### src/rtl/stq_pkg.sv
package stq_pkg;

    typedef enum logic [1:0] {
        Q_EMPTY   = 2'd0,
        Q_PARTIAL = 2'd1,
        Q_FULL    = 2'd2
    } occ_state_t;

    typedef enum logic {
        SLOT_FREE = 1'b0,
        SLOT_HELD = 1'b1
    } slot_state_t;

endpackage

### src/rtl/stq_slot.sv
module stq_slot
    import stq_pkg::*;
#(
    parameter int unsigned EW = 6
) (
    input  logic          clk,
    input  logic          rst_n,
    input  logic          arr_v,
    input  logic [EW-1:0] arr_d,
    input  logic          take,
    output logic          held,
    output logic [EW-1:0] data,
    output logic          lost
);

    slot_state_t st_q, st_d;
    logic [EW-1:0] data_q;
    logic          load;

    always_comb begin
        st_d = st_q;
        load = 1'b0;
        lost = 1'b0;
        unique case (st_q)
            SLOT_FREE: begin
                if (arr_v) begin
                    st_d = SLOT_HELD;
                    load = 1'b1;
                end
            end
            SLOT_HELD: begin
                if (take) begin
                    if (arr_v) begin
                        load = 1'b1;
                    end else begin
                        st_d = SLOT_FREE;
                    end
                end else if (arr_v) begin
                    lost = 1'b1;
                end
            end
            default: st_d = SLOT_FREE;
        endcase
    end

    always_ff @(posedge clk) begin
        if (!rst_n) begin
            st_q   <= SLOT_FREE;
            data_q <= '0;
        end else begin
            st_q <= st_d;
            if (load) begin
                data_q <= arr_d;
            end
        end
    end

    assign held = (st_q == SLOT_HELD);
    assign data = data_q;


    take_needs_held_chk: assert property (@(posedge clk) disable iff (!rst_n)
        take |-> held);

endmodule

### src/rtl/stq_arb.sv
module stq_arb #(
    parameter int unsigned N = 9
) (
    input  logic         clk,
    input  logic         rst_n,
    input  logic [N-1:0] req,
    output logic [N-1:0] gnt
);

    always_comb begin
        logic found;
        found = 1'b0;
        gnt   = '0;
        for (int i = 0; i < int'(N); i++) begin
            if (req[i] && !found) begin
                gnt[i] = 1'b1;
                found  = 1'b1;
            end
        end
    end


    grant_onehot_chk: assert property (@(posedge clk) disable iff (!rst_n)
        $onehot0(gnt) && ((|req) == (|gnt)));


    grant_prio_chk: assert property (@(posedge clk) disable iff (!rst_n)
        req[0] |-> gnt[0]);

endmodule

### src/rtl/stq_fifo.sv
module stq_fifo
    import stq_pkg::*;
#(
    parameter int unsigned EW    = 6,
    parameter int unsigned DEPTH = 8
) (
    input  logic          clk,
    input  logic          rst_n,
    input  logic          push,
    input  logic [EW-1:0] wdata,
    input  logic          pop,
    output logic [EW-1:0] rdata,
    output logic          empty,
    output logic          full,
    output logic          drop
);

    localparam int unsigned AW = (DEPTH > 1) ? $clog2(DEPTH) : 1;
    localparam int unsigned CW = $clog2(DEPTH + 1);
    localparam logic [AW-1:0] LAST = AW'(DEPTH - 1);
    localparam logic [CW-1:0] CMAX = CW'(DEPTH);

    occ_state_t occ_q, occ_d;
    logic [EW-1:0] mem [DEPTH];
    logic [AW-1:0] wr_ptr, rd_ptr;
    logic [CW-1:0] count;
    logic          acc_push, acc_pop;

    assign acc_push = push && (occ_q != Q_FULL);
    assign acc_pop  = pop  && (occ_q != Q_EMPTY);
    assign drop     = push && (occ_q == Q_FULL);

    always_comb begin
        occ_d = occ_q;
        unique case (occ_q)
            Q_EMPTY: begin
                if (acc_push) begin
                    occ_d = (DEPTH == 1) ? Q_FULL : Q_PARTIAL;
                end
            end
            Q_PARTIAL: begin
                if (acc_push && !acc_pop && (count == CMAX - 1'b1)) begin
                    occ_d = Q_FULL;
                end else if (acc_pop && !acc_push && (count == CW'(1))) begin
                    occ_d = Q_EMPTY;
                end
            end
            Q_FULL: begin
                if (acc_pop) begin
                    occ_d = (DEPTH == 1) ? Q_EMPTY : Q_PARTIAL;
                end
            end
            default: occ_d = Q_EMPTY;
        endcase
    end

    always_ff @(posedge clk) begin
        if (!rst_n) begin
            occ_q <= Q_EMPTY;
        end else begin
            occ_q <= occ_d;
        end
    end

    always_ff @(posedge clk) begin
        if (!rst_n) begin
            wr_ptr <= '0;
            rd_ptr <= '0;
            count  <= '0;
        end else begin
            if (acc_push) begin
                wr_ptr <= (wr_ptr == LAST) ? '0 : wr_ptr + 1'b1;
            end
            if (acc_pop) begin
                rd_ptr <= (rd_ptr == LAST) ? '0 : rd_ptr + 1'b1;
            end
            if (acc_push && !acc_pop) begin
                count <= count + 1'b1;
            end else if (acc_pop && !acc_push) begin
                count <= count - 1'b1;
            end
        end
    end

    always_ff @(posedge clk) begin
        if (acc_push) begin
            mem[wr_ptr] <= wdata;
        end
    end

    assign rdata = mem[rd_ptr];
    assign empty = (occ_q == Q_EMPTY);
    assign full  = (occ_q == Q_FULL);


    full_vs_count_chk: assert property (@(posedge clk) disable iff (!rst_n)
        ((occ_q == Q_FULL) == (count == CMAX)) && ((occ_q == Q_EMPTY) == (count == '0)));


    full_hold_chk: assert property (@(posedge clk) disable iff (!rst_n)
        (full && !pop) |=> (full && $stable(wr_ptr)));


    empty_pop_chk: assert property (@(posedge clk) disable iff (!rst_n)
        (empty && pop && !push) |=> (empty && $stable(rd_ptr)));

endmodule

### src/rtl/stamp_txq.sv
module stamp_txq #(
    parameter int unsigned NPORT = 4,
    parameter int unsigned VW    = 4,
    parameter int unsigned DEPTH = 8,
    parameter int unsigned PW    = (NPORT > 1) ? $clog2(NPORT) : 1
) (
    input  logic                clk,
    input  logic                rst_n,
    input  logic [NPORT-1:0]    gen_valid,
    input  logic [NPORT*VW-1:0] gen_value,
    input  logic [NPORT-1:0]    inj_en,
    input  logic                cpu_wr,
    input  logic [PW-1:0]       cpu_port,
    input  logic [VW-1:0]       cpu_rts,
    input  logic                lb_en,
    input  logic [NPORT-1:0]    rx_valid,
    input  logic [NPORT*VW-1:0] rx_value,
    input  logic                frame_start,
    output logic                pop_ack,
    output logic                pop_valid,
    output logic [PW-1:0]       pop_port,
    output logic [VW-1:0]       pop_value,
    output logic                overflow
);

    localparam int unsigned EW    = PW + VW;
    localparam int unsigned NSRC  = 1 + 2 * NPORT;
    localparam int unsigned LB0   = 1;
    localparam int unsigned GEN0  = 1 + NPORT;

    logic [NSRC-1:0] arr_v, held, take, lost;
    logic [EW-1:0]   arr_d [NSRC];
    logic [EW-1:0]   held_d [NSRC];
    logic            push, q_empty, q_full, q_drop;
    logic [EW-1:0]   push_d, q_rdata;
    logic            ovf_q, ack_q, val_q;
    logic [EW-1:0]   out_q;

    // source 0: processor injection, tagged with the addressed port
    assign arr_v[0] = cpu_wr && inj_en[cpu_port];
    assign arr_d[0] = {cpu_port, cpu_rts};

    for (genvar p = 0; p < int'(NPORT); p++) begin : g_src
        assign arr_v[LB0 + p]  = lb_en && rx_valid[p];
        assign arr_d[LB0 + p]  = {PW'(p), rx_value[p*VW +: VW]};
        assign arr_v[GEN0 + p] = gen_valid[p] && !inj_en[p];
        assign arr_d[GEN0 + p] = {PW'(p), gen_value[p*VW +: VW]};
    end

    for (genvar s = 0; s < int'(NSRC); s++) begin : g_slot
        stq_slot #(.EW(EW)) u_slot (
            .clk   (clk),
            .rst_n (rst_n),
            .arr_v (arr_v[s]),
            .arr_d (arr_d[s]),
            .take  (take[s]),
            .held  (held[s]),
            .data  (held_d[s]),
            .lost  (lost[s])
        );
    end

    stq_arb #(.N(NSRC)) u_arb (
        .clk   (clk),
        .rst_n (rst_n),
        .req   (held),
        .gnt   (take)
    );

    always_comb begin
        push_d = '0;
        for (int s = 0; s < int'(NSRC); s++) begin
            if (take[s]) begin
                push_d = push_d | held_d[s];
            end
        end
    end

    assign push = |take;

    stq_fifo #(.EW(EW), .DEPTH(DEPTH)) u_fifo (
        .clk   (clk),
        .rst_n (rst_n),
        .push  (push),
        .wdata (push_d),
        .pop   (frame_start),
        .rdata (q_rdata),
        .empty (q_empty),
        .full  (q_full),
        .drop  (q_drop)
    );

    always_ff @(posedge clk) begin
        if (!rst_n) begin
            ovf_q <= 1'b0;
            ack_q <= 1'b0;
            val_q <= 1'b0;
            out_q <= '0;
        end else begin
            ovf_q <= ovf_q || q_drop || (|lost);
            ack_q <= frame_start;
            val_q <= frame_start && !q_empty;
            if (frame_start && !q_empty) begin
                out_q <= q_rdata;
            end
        end
    end

    assign pop_ack   = ack_q;
    assign pop_valid = val_q;
    assign pop_port  = out_q[EW-1 -: PW];
    assign pop_value = out_q[VW-1:0];
    assign overflow  = ovf_q;


    ovf_sticky_chk: assert property (@(posedge clk) disable iff (!rst_n)
        overflow |=> overflow);


    empty_answer_chk: assert property (@(posedge clk) disable iff (!rst_n)
        (frame_start && q_empty) |=> (pop_ack && !pop_valid));


    valid_needs_ack_chk: assert property (@(posedge clk) disable iff (!rst_n)
        pop_valid |-> pop_ack);


    full_drop_flag_chk: assert property (@(posedge clk) disable iff (!rst_n)
        (push && q_full) |=> overflow);

    for (genvar p = 0; p < int'(NPORT); p++) begin : g_gen_chk

        gen_block_chk: assert property (@(posedge clk) disable iff (!rst_n)
            (inj_en[p] && !held[GEN0 + p]) |=> !held[GEN0 + p]);
    end

endmodule

### config.mk
export PLATFORM = sky130hd
export DESIGN_NAME = stamp_txq
export DESIGN_NICKNAME = d
export VERILOG_FILES = /design/src/rtl/stq_pkg.sv /design/src/rtl/stq_slot.sv /design/src/rtl/stq_arb.sv /design/src/rtl/stq_fifo.sv /design/src/rtl/stamp_txq.sv
export SDC_FILE = /design/constraint.sdc
export NUM_CORES = 1
export LEC_CHECK = 0
export BUFFER_PORTS_ARGS = -buffer_cell sky130_fd_sc_hd__buf_2
export CAP_MARGIN = 20
export CORE_MARGIN = 4
export CORE_UTILIZATION = 52
export CTS_CLUSTER_DIAMETER = 150
export DETAILED_ROUTE_END_ITERATION = 10
export PLACE_DENSITY = 0.75
export SLEW_MARGIN = 20
export SYNTH_ARGS = -nofsm -noshare
export SYNTH_HDL_FRONTEND = slang
export SYNTH_SLANG_ARGS = --single-unit
### constraint.sdc
create_clock -name clk -period 2.5 [get_ports clk]
set_input_delay 0.5 -clock clk [delete_from_list [all_inputs] [get_ports clk]]
set_output_delay 0.5 -clock clk [all_outputs]
set_load 0.005 [all_outputs]
==> flow_metrics.py <==
metrics = {
    "run_status": {
        "status": "complete, no violations",
    },
    "power_and_ir_drop": {
        "leakagePower_nw": 2.43,
        "p_int_mw": 4.17,
        "peakVddDrop_uv": 506,
        "combPwrFrac_pct": 12.5,
        "clockPowerShare_pct": 45.3,
        "p_per_area_nw_per_um2": 855,
        "share_seq_of_total_power_pct": 42.3,
        "switchingPower_mw": 1.34,
        "swShare_pct": 24.4,
    },
    "synth": {
        "synth_area_um2": 5250,
        "synth.yosys.seq_area_share_pct": 55.7,
        "syn_nets": 549,
        "synth_cells": 485,
        "synthArstFlopShare_pct": 0,
        "ys_types": 50,
        "ys.flop_type": "dfxtp_1",
        "synth_seq_cells": 122,
        "yosysWarnings": 0,
        "avgSynthCellArea_um2": 10.8,
        "yosysTopAreaCell": "dfxtp_1",
        "synth_top_area_share_pct": 28.2,
        "synth-edff-count": 48,
        "synthTopCellsByArea": "dfxtp_1 (28%), edfxtp_1 (27%), mux4_2 (5.6%)",
    },
    "die": {
        "core_area_um2": 9820,
        "pin_count": 64,
        "initial_core_util_pct": 53.4,
        "die_x_um": 108,
        "rows": 36,
        "dieHeight_um": 108,
        "die_area_um2": 11800,
    },
    "layout": {
        "instances_no_fill": 711,
        "fin_nets": 629,
        "area_growth_pct": 22.9,
        "fill_cells": 779,
        "drive_gt1_share_pct": 24.9,
        "postLayoutCoreUtil_pct": 65.7,
        "antennaDiodeCount": 0,
    },
    "routing": {
        "routed-via-count": 4084,
        "drcViolationCount": 0,
        "routed_wl_mm": 11.9,
        "via_per_inst": 5.74,
        "drt_pass1_iterations": 5,
        "drtIter0Drc": 276,
        "post_drt_wl_per_cell_um": 16.8,
        "antenna_left": 0,
    },
    "sta": {
        "fin_ws_ns": 0.0830,
        "rsz0062_at_grt": "true",
        "finalHoldViolations": 0,
        "fmax_ghz": 0.414,
        "worst_slew_pin_slew_ns": 0.932,
        "clock_skew_ns": 0.00891,
        "min_period_ns": 2.42,
        "setup_viol": 0,
        "slew_viol_final": 0,
        "finalCritPeriodShare_pct": 96.7,
        "holdWs_ns": 0.224,
        "max_slew_margin_pct": 37.7,
    },
    "placement": {
        "place_hpwl_mm": 8.31,
        "place_congestion": 0.839,
        "dp_slack_ns": 0.113,
        "port-buffer-count": 63,
        "place_inst": 677,
    },
    "setup_path": {
        "path_delay_family": "simple AND/OR/NAND/NOR gates",
        "timing.critical_path.mode_cell": "or4_4",
        "worstPathCellList": "or4_4 > o41ai_4 > inv_2 > ha_4 > or4_4 > a21oi_2 > xnor2_1 > nor2_1",
        "criticalPathCategory": "register to register",
        "cp_slowest_cell": "or4_4",
        "path_max_fanout": 5,
        "cp.arrival_ns": 2.82,
        "critPathMaxStageDelay_ns": 0.56,
        "crit_required_ns": 2.90,
        "path_buf_inv": 1,
        "cp-start-kind": "register",
        "cp-end-kind": "register",
    },
    "clock_tree": {
        "cts_hold_buf": 0,
        "cts_made_buffers": 17,
        "clk_path_buf_depth": 2,
        "clk_latency_ns": 0.51,
        "htree_num_levels": 4,
        "clk_pin_slew_worst_paths_ns": 0.06,
        "cts-root-buf": "clkbuf_8",
        "cts_sinks": 122,
        "cts_tree": "yes",
    },
    "global_routing": {
        "grt_max_degree": 27,
        "overflow": 0,
        "grtUsageTotal_pct": 21.6,
        "grt_first_pass_wirelength_mm": 19.6,
        "grt_pass1_vias": 4046,
        "grt_antenna_before_repair": 0,
    },
    "job": {
        "maxCapViolCount": 0,
    },
    "min_path": {
        "worstHoldPathType": "primary input to register",
    },
}
cells in the final DEF (no fill, tap or decap), types with 3 or more instances in the layout:
cell	Yosys	final
bufinv_16	0	4
nand2_1	39	39
dfxtp_1	74	73
a22oi_1	4	4
nor2_1	45	45
mux2i_1	28	28
ha_1	9	8
a21oi_1	57	56
or3_1	3	3
nor3_1	6	6
nand2b_1	6	6
clkbuf_16	0	16
o211ai_1	4	4
inv_1	6	6
clkinvlp_4	0	3
nand3b_1	9	9
nor4_1	3	3
nor3b_1	4	4
buf_2	4	63
edfxtp_1	48	48
nor2b_1	5	5
a211oi_1	4	4
buf_4	0	26
inv_6	0	3
nand3_1	22	22
mux4_2	13	13
nand4_1	3	3
o21ai_0	32	32
cell type report:
class | count | area, um^2 | area share (%)
clock inverter | 14 | 194 | 3.01
timing repair buffer | 89 | 510 | 7.92
sequential | 122 | 2920 | 45.3
clock buffer | 18 | 418 | 6.48
tap | 133 | 166 | 2.58
inverter | 8 | 30.0 | 0.466
multi-input combinational | 327 | 2210 | 34.2
synth_stat cells (all sizes together) (4+ instances only):
master / number
inv: 8
nand2b: 6
a211oi: 4
mux4: 13
dfxtp: 74
nor3: 6
or4: 4
clkbuf: 23
ha: 9
nor3b: 4
a21oi: 58
nand2: 40
o211ai: 4
a22oi: 4
nor2: 45
buf: 5
nand3b: 9
nor2b: 5
edfxtp: 48
nand3: 22
mux2i: 28
o21ai: 34
power by group through the flow:
stage | Clock (mW) | Sequential, mW | Combinational [mW]
floorplan | 0 | 2.34 | 0.454
global placement | 0 | 2.35 | 0.638
detailed placement | 0 | 2.37 | 0.662
CTS | 2.53 | 2.33 | 0.671
global route | 2.62 | 2.34 | 0.767
finish | 2.50 | 2.33 | 0.687
logic make-up after synthesis:
group / Yosys count / synth area share [%]
compound gates: 120 / 13.6
flops: 122 / 55.7
buf+inv: 36 / 2.67
simple gates: 154 / 14.4
xor+xnor: 3 / 0.501
fa+ha+maj: 9 / 2.15
mux: 41 / 10.9
flip-flops by register name, indices dropped and copies added (netlist names), 2 cells and up:
name / count
u_fifo.mem: 48
u_fifo.count: 4
g_slot.u_slot.held: 9
out_q: 6
g_slot.u_slot.data: 44
u_fifo.occ_q: 2
u_fifo.wr_ptr: 3
u_fifo.rd_ptr: 3
metal layers:
layer  up-vias  wire, um  share of wire (%)  track usage, %
li1       1955         -                  -               -
met5         -         0                  0               0
met1      1946      4950                 42            27.0
met2       162      5970                 50            36.2
met3        21       782                6.6            5.25
met4         0       204                1.7            8.12
stage by stage:
stage	power, mW	setup TNS (ns)	area, um^2
global route	5.73	-0.0547	6450
CTS	5.52	0	6420
global placement	2.99	0	5810
finish	5.51	0	6450
detailed placement	3.03	0	5810
floorplan	2.79	-0.0768	5270
worst reg2reg max path: stages, from the launching register on:
cell and delay, ns:
dfxtp_2 0.32, or4_4 0.56, o41ai_4 0.35, inv_2 0.11
ha_4 0.19, or4_4 0.42, a21oi_2 0.18, xnor2_1 0.13
nor2_1 0.06
final timing paths:
kind	startpoint	to	slack (ns)	cells past startpoint
max	g_slot[5].u_slot.held$_SDFF_PN0_	u_fifo.count[3]$_SDFFE_PN0P_	0.08	8
min	cpu_rts[2]	g_slot[0].u_slot.data[2]$_SDFFE_PN0P_	0.22	3
max reg2reg	g_slot[5].u_slot.held$_SDFF_PN0_	u_fifo.count[3]$_SDFFE_PN0P_	0.08	8
min reg2reg	g_slot[4].u_slot.data[4]$_SDFFE_PN0P_	g_slot[4].u_slot.data[4]$_SDFFE_PN0P_	0.48	2
timing repair:
item | CTS | global route
setup endpoints to repair | 0 | 1
buffers inserted | 0 | 2
hold endpoints to repair | 0 | 0
resized for setup | 0 | 3
Power figures use the tool's default switching activity.
